File: src/rtl/irqc_pkg.sv
package irqc_pkg;
    localparam int unsigned REG_AW = 3;
    localparam int unsigned REG_DW = 32;

    typedef enum logic [REG_AW-1:0] {
        OFS_STATUS = 3'd0,
        OFS_PEND   = 3'd1,
        OFS_ENABLE = 3'd2,
        OFS_ACK    = 3'd3,
        OFS_MASTER = 3'd7
    } irqc_ofs_e;

    localparam int unsigned MSTR_ME_BIT  = 0;
    localparam int unsigned MSTR_HIE_BIT = 1;
endpackage

File: src/rtl/irqc_pin_track.sv
module irqc_pin_track #(
    parameter int unsigned N_SRC = 32,
    parameter logic [N_SRC-1:0] KIND_EDGE = '0
) (
    input  logic             clk,
    input  logic             rst_n,
    input  logic [N_SRC-1:0] src_i,
    output logic [N_SRC-1:0] rise_o,
    output logic [N_SRC-1:0] lvl_o
);
    logic [N_SRC-1:0] pin_d, pin_q;

    always_comb begin
        pin_d = src_i;
    end

    always_ff @(posedge clk or negedge rst_n) begin
        if (!rst_n) pin_q <= '0;
        else        pin_q <= pin_d;
    end

    for (genvar g = 0; g < N_SRC; g++) begin : g_src
        if (KIND_EDGE[g]) begin : g_edge
            assign rise_o[g] = src_i[g] & ~pin_q[g];
            assign lvl_o[g]  = 1'b0;
        end else begin : g_level
            assign rise_o[g] = 1'b0;
            assign lvl_o[g]  = pin_q[g];
        end
    end

    // an edge is reported only when the stored copy was low
    assert_edge_from_low_R4: assert property (@(posedge clk) disable iff (!rst_n)
        ((rise_o & pin_q) == '0));
    // a level report follows the pin of the previous cycle
    assert_level_delay_R2: assert property (@(posedge clk) disable iff (!rst_n)
        ((lvl_o & ~KIND_EDGE) == ($past(src_i) & ~KIND_EDGE)) or $past(!rst_n));
endmodule

File: src/rtl/irqc_regbank.sv
module irqc_regbank
    import irqc_pkg::*;
#(
    parameter int unsigned N_SRC = 32
) (
    input  logic              clk,
    input  logic              rst_n,
    input  logic              wr_en_i,
    input  logic [REG_AW-1:0] addr_i,
    input  logic [REG_DW-1:0] wdata_i,
    input  logic [N_SRC-1:0]  rise_i,
    input  logic [N_SRC-1:0]  lvl_i,
    output logic [N_SRC-1:0]  status_o,
    output logic [N_SRC-1:0]  enable_o,
    output logic              me_o,
    output logic              hie_o
);
    typedef struct packed {
        logic [N_SRC-1:0] status;
        logic [N_SRC-1:0] enable;
        logic             me;
        logic             hie;
    } bank_t;

    bank_t st_d, st_q;
    logic  wr_status, wr_ack, wr_enable, wr_master;
    logic [N_SRC-1:0] wbits;

    always_comb begin
        wbits     = wdata_i[N_SRC-1:0];
        wr_status = wr_en_i && (addr_i == OFS_STATUS);
        wr_ack    = wr_en_i && (addr_i == OFS_ACK);
        wr_enable = wr_en_i && (addr_i == OFS_ENABLE);
        wr_master = wr_en_i && (addr_i == OFS_MASTER);

        st_d = st_q;
        if (wr_status && !st_q.hie) st_d.status = wbits;
        if (wr_ack)                 st_d.status = st_d.status & ~wbits;
        if (st_q.hie)               st_d.status = st_d.status | rise_i | lvl_i;
        if (wr_enable)              st_d.enable = wbits;
        if (wr_master) begin
            st_d.me  = wdata_i[MSTR_ME_BIT];
            st_d.hie = st_q.hie | wdata_i[MSTR_HIE_BIT];
        end
    end

    always_ff @(posedge clk or negedge rst_n) begin
        if (!rst_n) st_q <= '0;
        else        st_q <= st_d;
    end

    assign status_o = st_q.status;
    assign enable_o = st_q.enable;
    assign me_o     = st_q.me;
    assign hie_o    = st_q.hie;

    // once set, capture enable stays set
    assert_hie_sticky_R9: assert property (@(posedge clk) disable iff (!rst_n)
        st_q.hie |=> st_q.hie);
    // no capture and no write means status holds
    assert_no_capture_R5: assert property (@(posedge clk) disable iff (!rst_n)
        (!st_q.hie && !wr_en_i) |=> $stable(st_q.status));
    // with capture on, only an acknowledge can drop a status bit
    assert_sw_blocked_R6: assert property (@(posedge clk) disable iff (!rst_n)
        (st_q.hie && !wr_ack) |=> ((st_q.status & $past(st_q.status)) == $past(st_q.status)));
    // a level seen while capture is on is present next cycle
    assert_level_hold_R3: assert property (@(posedge clk) disable iff (!rst_n)
        st_q.hie |=> ((st_q.status & $past(lvl_i)) == $past(lvl_i)));
endmodule

File: src/rtl/irqc_readout.sv
module irqc_readout
    import irqc_pkg::*;
#(
    parameter int unsigned N_SRC = 32
) (
    input  logic [REG_AW-1:0] addr_i,
    input  logic [N_SRC-1:0]  status_i,
    input  logic [N_SRC-1:0]  enable_i,
    input  logic              me_i,
    input  logic              hie_i,
    output logic [N_SRC-1:0]  pend_o,
    output logic [REG_DW-1:0] rdata_o
);
    always_comb begin
        pend_o  = status_i & enable_i;
        rdata_o = '0;
        case (addr_i)
            OFS_STATUS: rdata_o = REG_DW'(status_i);
            OFS_PEND:   rdata_o = REG_DW'(pend_o);
            OFS_ENABLE: rdata_o = REG_DW'(enable_i);
            OFS_MASTER: begin
                rdata_o[MSTR_ME_BIT]  = me_i;
                rdata_o[MSTR_HIE_BIT] = hie_i;
            end
            default:    rdata_o = '0;
        endcase
    end
endmodule

File: src/rtl/mixed_irq_ctrl.sv
module mixed_irq_ctrl
    import irqc_pkg::*;
#(
    parameter int unsigned N_SRC = 32,
    parameter logic [N_SRC-1:0] KIND_EDGE = '0
) (
    input  logic              clk,
    input  logic              rst_n,
    input  logic [N_SRC-1:0]  src_i,
    input  logic              reg_wr_i,
    input  logic [REG_AW-1:0] reg_addr_i,
    input  logic [REG_DW-1:0] reg_wdata_i,
    output logic [REG_DW-1:0] reg_rdata_o,
    output logic              irq_o
);
    logic [N_SRC-1:0] rise, lvl, status, enable, pend;
    logic             me, hie;

    irqc_pin_track #(.N_SRC(N_SRC), .KIND_EDGE(KIND_EDGE)) i_pins (
        .clk(clk), .rst_n(rst_n), .src_i(src_i), .rise_o(rise), .lvl_o(lvl)
    );

    irqc_regbank #(.N_SRC(N_SRC)) i_bank (
        .clk(clk), .rst_n(rst_n), .wr_en_i(reg_wr_i), .addr_i(reg_addr_i),
        .wdata_i(reg_wdata_i), .rise_i(rise), .lvl_i(lvl),
        .status_o(status), .enable_o(enable), .me_o(me), .hie_o(hie)
    );

    irqc_readout #(.N_SRC(N_SRC)) i_read (
        .addr_i(reg_addr_i), .status_i(status), .enable_i(enable),
        .me_i(me), .hie_i(hie), .pend_o(pend), .rdata_o(reg_rdata_o)
    );

    assign irq_o = me && (pend != '0);

    // a request always has an enabled, set status bit behind it
    assert_irq_backed_R8: assert property (@(posedge clk) disable iff (!rst_n)
        irq_o |-> ((status & enable) != '0));
    // pending never shows a bit that is not enabled
    assert_pend_masked_R1: assert property (@(posedge clk) disable iff (!rst_n)
        ((pend & ~enable) == '0));
endmodule

File: config.mk
export PLATFORM = sky130hd
export DESIGN_NAME = mixed_irq_ctrl
export DESIGN_NICKNAME = d
export VERILOG_FILES = /design/src/rtl/irqc_pkg.sv /design/src/rtl/irqc_pin_track.sv /design/src/rtl/irqc_regbank.sv /design/src/rtl/irqc_readout.sv /design/src/rtl/mixed_irq_ctrl.sv
export SDC_FILE = /design/constraint.sdc
export NUM_CORES = 1
export LEC_CHECK = 0
export ABC_AREA = 1
export BUFFER_PORTS_ARGS = -buffer_cell sky130_fd_sc_hd__clkbuf_2
export CORE_ASPECT_RATIO = 1.5
export CORE_MARGIN = 8
export CORE_UTILIZATION = 60
export CTS_BUF_LIST = sky130_fd_sc_hd__clkbuf_16
export CTS_CLUSTER_SIZE = 30
export DETAILED_ROUTE_END_ITERATION = 7
export PLACE_DENSITY_LB_ADDON = 0.05
export SLEW_MARGIN = 15
export SYNTH_ARGS = -nofsm -noshare
export SYNTH_HDL_FRONTEND = slang
export SYNTH_HIERARCHICAL = 1
export SYNTH_SLANG_ARGS = --single-unit
File: constraint.sdc
create_clock -name clk -period 3.1 [get_ports clk]
set_clock_uncertainty 0.1 [all_clocks]
set_input_delay 0.93 -clock clk [delete_from_list [all_inputs] [get_ports clk]]
set_output_delay 0.93 -clock clk [all_outputs]
set_load 0.05 [all_outputs]
== Word level (Yosys, flattened, before mapping) ==
Cells that the tools add are included.

* Bits in registers: 98
* Input bits: 70
* Output and inout port bits: 33
* Word-level logic and storage cells: 28

* Eq/ne operators: 4
* Multiplexer cells: 5
* Bitwise operators: 5
* Reductions and logical operators: 9

{| class="wikitable"
|+ Operators by type and width
! operator !! count
|-
| 2-to-1 mux 32 bit || 3
|-
| case mux 30 bit (3 select lines) || 1
|-
| AND 32 bit || 2
|-
| NOT 32 bit || 1
|-
| bitwise OR 32 bit || 1
|-
| nonzero test 32 bit || 1
|-
| case mux 2 bit (4 select lines) || 1
|-
| == test 3 x 2 -> 1 bit (second input constant) || 2
|-
| logical AND 1 bit || 6
|-
| == test 3 x 1 -> 1 bit (second input constant) || 1
|-
| == test 3 bit (second input constant) || 1
|-
| zero test 3 bit || 1
|-
| zero test 1 bit || 1
|-
| bitwise OR 1 bit || 1
|}

== Logic depth before layout (Yosys ltp) ==
Gate-level depths: netlist (run 1).

* Word-level depth: 8
* Gate-level depth with buffers: 8
* Mapped depth without buffers: 8

== Hierarchy ==
Netlist (run 1), hierarchy kept.

{| class="wikitable"
|+ Modules (own cells, without submodules)
! module !! times used !! cells each !! area an instance (um2) !! sequential area each (um2)
|-
| irqc_regbank || 1 || 426 || 3425.8 || 1651.6
|-
| irqc_readout || 1 || 223 || 1218.7 || 0.0
|-
| irqc_pin_track || 1 || 65 || 1044.8 || 800.8
|-
| mixed_irq_ctrl || 1 || 33 || 123.9 || 0.0
|}

== Worst setup path before layout (run 1) ==
OpenSTA, ideal clock, no wires.

* Kind: in2out
* Start point: input reg_addr_i[0]
* End point: output reg_rdata_o[10]
* Arrival: 1.651 ns
* Required time: 2.070 ns
* Path slack: 0.419 ns
* Cell stages on the path: 6
* Buffers on the path: 1
* Path through: nor2_2 nand2_2 inv_4 buf_12 nand2_2 nand3_2

* Cells in the longest elaborated chain, start to end: 2
* Elaborated cells on any way between the ends: 4
* Classes of those cells: eq/ne: 2; mux: 1; reduce/logical: 1

{| class="wikitable"
|+ RTL lines
! item !! line !! RTL
|-
| start: declaration || mixed_irq_ctrl.sv:11 || <nowiki>input logic [REG_AW-1:0] reg_addr_i,</nowiki>
|-
| == test 3 x 2 -> 1 bit (tied with other cells) || irqc_readout.sv:17 || <nowiki>case (addr_i)</nowiki>
|-
| case mux 30 bit (3 select lines) * || irqc_readout.sv:17 ||
|-
| end: declaration || mixed_irq_ctrl.sv:13 || <nowiki>output logic [REG_DW-1:0] reg_rdata_o,</nowiki>
|}

Mark *: on every way between the ends. The rest lies on a longest branch, timed or not.

== Final worst setup path (run 1) ==
* Start point: input reg_addr_i[0]
* End point: output reg_rdata_o[14]

The elaborated chain is that of the path after synthesis.

==> out/metrics.yaml, run 1 <==
floorplanning:
  rows: 44
  coreArea_sq_um: 9580
  die_w_um: 96.4
  io_pins: 103
  start_util_pct: 60.7
  die_area_sq_um: 13200
  die_h_um: 137
clock_network:
  clock_path_buffers: 2
  cts_hold_buf: 0
  postCtsResizedCells: 0
  cts_inserted_buffers: 9
  postCtsSetupBuffers: 0
  cts.reportedPaths.clkPinSlew_ns: 0.07
  cts_tree: "done"
  cts_sinks: 98
  htreeDepth: 3
  clkLatencyLatePin_ns: 0.35
  clockRootBuffer: "clkbuf_16"
layout:
  drive_gt1_share_pct: 25.6
  fin_util_pct: 73.5
  area_delta_synth_final_pct: 21.2
  num-fill-cells: 758
  nets: 916
  num_antenna_cells: 0
worst_setup_path:
  required_ns: 2.07
  worstSetupPathType: "in2out"
  end_kind: "output pin"
  crit_arrival_ns: 1.98
  start_kind: "input pin"
  cp_max_fo: 6
sta:
  whs_ns: 0.365
  timing.setup.tns_ns: 0
  finalCriticalPeriod_ns: 3.01
  hold_violations: 0
  fin_crit_sh_pct: 97.2
  fmax_mhz: 332
  rsz0062_at_grt: "no"
  setup_viol: 0
  maxSlewViolCount: 0
global_routing:
  grt_pass1_wl_mm: 24.7
  gr-usage-all-layers_pct: 24.1
  grt_max_degree: 47
  antenna_found_initial: 0
  gr-total-overflow: 0
  grt_pass1_vias: 5316
power:
  power_leakage_nw: 3.91
  p_total_mw: 3.70
  power-per-cell-area_nw_per_um2: 525
  vdd_drop_max_uv: 359
synthesis:
  ys_ff_latch: 98
  synth_edf_count: 0
  syn_avg_cell_area_sq_um: 7.78
  seq_area_frac_synth_pct: 42.2
  synthFlopType: "dfrtp_1"
  yosysWarningCount: 6
  syn_inst: 747
  async_flop_share_pct: 100
  synth_area_sq_um: 5810
  ys_types: 24
routing:
  ant_nets: 0
  viasPerCell: 5.37
  drc_errors: 0
  firstDrtPassIters: 5
  vias: 5189
  drt_wl_total_mm: 15.1
  wire_per_inst_um: 15.6
  drtIter0Drc: 310
hold_path:
  hold_path_class: "reg2reg"
placement:
  gp_congestion: 0.927
  portBuffers: 102
  hpwl_mm: 10.6
status:
  outcome: "completed"
run:
  max_cap_viol_count: 0
-- layout by cell type, fill, tap and decap left out, drive strengths merged --
master	n
buf	59
bufinv	2
clkbuf	79
clkinv	2
clkinvlp	1
conb	32
dfrtp	98
inv	110
nand2	205
nand3	130
nand4	34
nor2	32
nor3	1
o21ai	65
o21bai	1
-- report_power, final --
group	internal, mW	switching [mW]
clock	0.715	0.507
sequential	1.40	0.0883
combinational	0.382	0.611
-- area by class of cell --
type	count	area (sq um)	share of cell area (%)
flip-flops and latches	98	2450	34.8
clock inverters	7	100	1.42
inverters	108	408	5.79
well taps	115	144	2.04
multi-input cells	500	2490	35.4
clock buffers	9	225	3.20
repair buffers	129	1220	17.3
-- Yosys cell counts (3+ instances only) --
cell type  instances  area, sq um
buf_8              4         60.1
nand2_2           31          194
o21ai_1           33          165
nand3_2           30          300
o21ai_0           32          160
inv_2              5         18.8
inv_1            102          383
nand2_1          174          653
buf_12             3         60.1
buf_2             17         85.1
nor2_1            28          105
clkbuf_1           6         22.5
nand4_1           34          213
buf_6             10          113
dfrtp_1           98         2450
nand3_1           98          490
buf_4             32          240
-- path summary, 6_finish.rpt --
path | from | end | slack, ns | cells past startpoint
setup / recovery | reg_addr_i[0] | reg_rdata_o[14] | 0.09 | 8
hold / removal | i_pins/lvl_o[12] | i_bank/status_o[12] | 0.36 | 2
setup reg to reg | i_bank/hie_o | i_bank/status_o[7] | 1.35 | 6
hold reg to reg | i_pins/lvl_o[12] | i_bank/status_o[12] | 0.36 | 2
max in group asynchronous | rst_n | i_bank/status_o[25] | 1.75 | 2
min in group asynchronous | rst_n | i_pins/lvl_o[19] | 0.40 | 1
-- registers in the layout, summed over array words and instances, names as in the netlist --
signal	flops
i_bank/enable_o	32
i_pins/lvl_o	32
i_bank/status_o	32
i_bank/hie_o	1
i_bank/me_o	1
-- stage by stage --
| step | cell area (sq um) | setup WS, ns | std cells |
|---|---|---|---|
| after floorplan | 5930 | 0.419 | 778 |
| after global placement | 6720 | 0.155 | 950 |
| after detailed placement | 6720 | 0.110 | 950 |
| after CTS | 7040 | 0.104 | 966 |
| after global routing | 7040 | 0.0146 | 966 |
| final | 7040 | 0.0874 | 966 |
-- cells by family (layout without fill, tap and decap cells) --
group                  Yosys count  count (layout)  share of synthesized area (%)
AND/OR/NAND/NOR                402             402                           35.0
AO/OA/AOI/OAI                   66              66                           5.73
buffers and inverters          180             253                           17.0
flip-flops                      98              98                           42.2
other                            1              32                         0.0645
-- routing by layer --
metal  track usage (%)  share of wire, %  vias to the layer above
li1                  -                 -                     2519
met1              27.8                39                     2439
met2              42.4                53                      208
met3              4.28               6.4                       23
met4              9.38               1.6                        0
met5                 0                 0                        -
-- worst max-delay path: stages --
cell and delay (ns):
clkbuf_2 0.14, nor2_2 0.19, nand2_2 0.12, inv_4 0.13, buf_4 0.19, nand2_2 0.06
nand3_2 0.09, buf_12 0.14
Note: power is estimated with default switching activity, not from simulation.
==> run 2: changes to the inputs <==
--- a/config.mk
+++ b/config.mk
@@ -14,6 +14,7 @@
 export CTS_CLUSTER_SIZE = 30
 export DETAILED_ROUTE_END_ITERATION = 7
 export PLACE_DENSITY_LB_ADDON = 0.05
+export SETUP_SLACK_MARGIN = 0.1
 export SLEW_MARGIN = 15
 export SYNTH_ARGS = -nofsm -noshare
 export SYNTH_HDL_FRONTEND = slang
==> run 2 against run 1 <==
Design area up 0.23%. Sequential share of layout area down 0.080 points. Non-clock buffer count unchanged. Largest power group unchanged. Critical endpoint is now reg_rdata_o[11]. Setup slack better by 0.057 ns. Register-to-register slack about the same. Clock-buffer cell count unchanged. Critical path depth down 2.
==> out/metrics.yaml, run 2 (synthesized netlist as in run 1, its figures left out) <==
clock_network:
  clock_path_buffers: 2  # unchanged
  cts_tree: "done"  # unchanged
  cts.reportedPaths.clkPinSlew_ns: 0.07  # about the same
  clockRootBuffer: "clkbuf_16"  # unchanged
  htreeDepth: 3  # unchanged
  cts_inserted_buffers: 9  # unchanged
  cts_sinks: 98  # unchanged
  postCtsSetupBuffers: 0  # unchanged
  clkLatencyLatePin_ns: 0.34  # was 0.35 ns
global_routing:
  grt_max_degree: 47  # unchanged
  gr-total-overflow: 0  # unchanged
  grt_pass1_wl_mm: 24.7  # unchanged
  grt_pass1_vias: 5316  # unchanged
  gr-usage-all-layers_pct: 24.1  # unchanged
  antenna_found_initial: 0  # unchanged
status:
  outcome: "completed"  # unchanged
floorplanning:
  io_pins: 103  # unchanged
  rows: 44  # unchanged
  die_h_um: 137  # unchanged
  coreArea_sq_um: 9580  # unchanged
  die_w_um: 96.4  # unchanged
  die_area_sq_um: 13200  # unchanged
  start_util_pct: 60.7  # unchanged
routing:
  vias: 5219  # was 5189
  viasPerCell: 5.40  # was 5.37
  ant_nets: 0  # unchanged
  firstDrtPassIters: 5  # unchanged
  drc_errors: 0  # unchanged
  drt_wl_total_mm: 15.1  # about the same
  wire_per_inst_um: 15.6  # about the same
  drtIter0Drc: 344  # was 310
layout:
  register_area_sq_um: 2450  # unchanged
  layout_commonest_cell: "nand2_1"  # unchanged
  multi_input_area_sq_um: 2500  # was 2490 sq um
  nets: 916  # unchanged
  num_antenna_cells: 0  # unchanged
  most-common-layout-cells: "nand2_1, inv_1, nand3_1, dfrtp_1, clkbuf_2"  # unchanged
  num-fill-cells: 755  # was 758
  area_delta_synth_final_pct: 21.4  # was 21.2%
  drive_gt1_share_pct: 25.6  # unchanged
placement:
  hpwl_mm: 10.6  # unchanged
  gp_congestion: 0.927  # unchanged
  portBuffers: 102  # unchanged
power:
  p_total_mw: 3.70  # about the same
  vdd_drop_max_uv: 358  # was 359 uV
  power-per-cell-area_nw_per_um2: 524  # was 525 nW/um^2
  power_leakage_nw: 3.91  # about the same
sta:
  finalCriticalPeriod_ns: 2.96  # was 3.01 ns
  timing.setup.tns_ns: 0  # unchanged
  rsz0062_at_grt: "yes"  # was no
  fin_crit_sh_pct: 95.3  # was 97.2%
  fmax_mhz: 338  # was 332 MHz
  hold_violations: 0  # unchanged
  maxSlewViolCount: 0  # unchanged
  setup_viol: 0  # unchanged
worst_setup_path:
  crit_arrival_ns: 1.93  # was 1.98 ns
  slowest_delay_ns: 0.26  # was 0.19 ns
  crit_chain: "clkbuf_2 -> nor3_4 -> buf_4 -> nand2_1 -> nand3_2 -> buf_12"  # was clkbuf_2 -> nor2_2 -> nand2_2 -> inv_4 -> buf_4 -> nand2_2 -> nand3_2 -> buf_12
  worstSetupPathType: "in2out"  # unchanged
  required_ns: 2.07  # about the same
  end_kind: "output pin"  # unchanged
  cp_slowest_cell: "buf_4"  # was nor2_2
  start_kind: "input pin"  # unchanged
  cp_max_fo: 14  # was 6
run:
  max_cap_viol_count: 0  # unchanged
hold_path:
  hold_path_class: "reg2reg"  # unchanged
[run 2: path summary, 6_finish.rpt]
path,from,to,slack (ns),cells after the start
min in group asynchronous,rst_n,i_pins/lvl_o[19],0.40,1
max reg2reg,i_bank/hie_o,i_bank/status_o[7],1.35,6
max in group asynchronous,rst_n,i_bank/status_o[25],1.76,2
min,i_pins/lvl_o[9],i_bank/status_o[9],0.37,2
max,reg_addr_i[0],reg_rdata_o[11],0.14,6
min reg2reg,i_pins/lvl_o[9],i_bank/status_o[9],0.37,2
[run 2: final cells by class]
type / count / area share, %
Sequential cell: 98 / 34.7
Tap cell: 115 / 2.04
Clock inverter: 7 / 1.42
Multi-Input combinational cell: 500 / 35.4
Clock buffer: 9 / 3.19
Inverter: 108 / 5.81
Timing Repair Buffer: 129 / 17.4
[run 2: critical path, delay by kind of cell]
kind / cells / cell delay, ns
buffers and inverters: 3 / 0.55
AND/OR/NAND/NOR: 3 / 0.44
[run 2: metrics by stage]
| stage | utilization (%) | hold WS, ns | std cells | setup WS [ns] | cell area [sq um] |
|---|---|---|---|---|---|
| floorplan | - | 0.341 | 778 | 0.419 | 5930 |
| global route | 73.7 | 0.391 | 966 | 0.0808 | 7060 |
| CTS | 73.5 | 0.370 | 966 | 0.104 | 7040 |
| global placement | 70.1 | 0.347 | 950 | 0.155 | 6720 |
| finish | 73.7 | 0.366 | 966 | 0.145 | 7060 |
| detailed placement | 70.1 | 0.353 | 950 | 0.110 | 6720 |
[run 2: routing by layer]
| metal | global-route usage (%) | vias up | part of all wire, % |
|---|---|---|---|
| met5 | 0 | - | 0 |
| met4 | 9.38 | 0 | 1.7 |
| met3 | 4.28 | 25 | 6.5 |
| met2 | 42.4 | 235 | 53 |
| met1 | 27.8 | 2442 | 39 |
| li1 | - | 2517 | - |
[run 2: timing repair]
action                     CTS  global route
gates resized for setup      0             7
hold buffers                 0             0
setup endpoints to repair    0            30
[run 2: power by group]
| group | internal, mW | leakage [nW] | switching (mW) |
|---|---|---|---|
| Sequential | 1.40 | 1.08 | 0.0886 |
| Clock | 0.715 | 0.156 | 0.505 |
| Combinational | 0.383 | 2.67 | 0.612 |
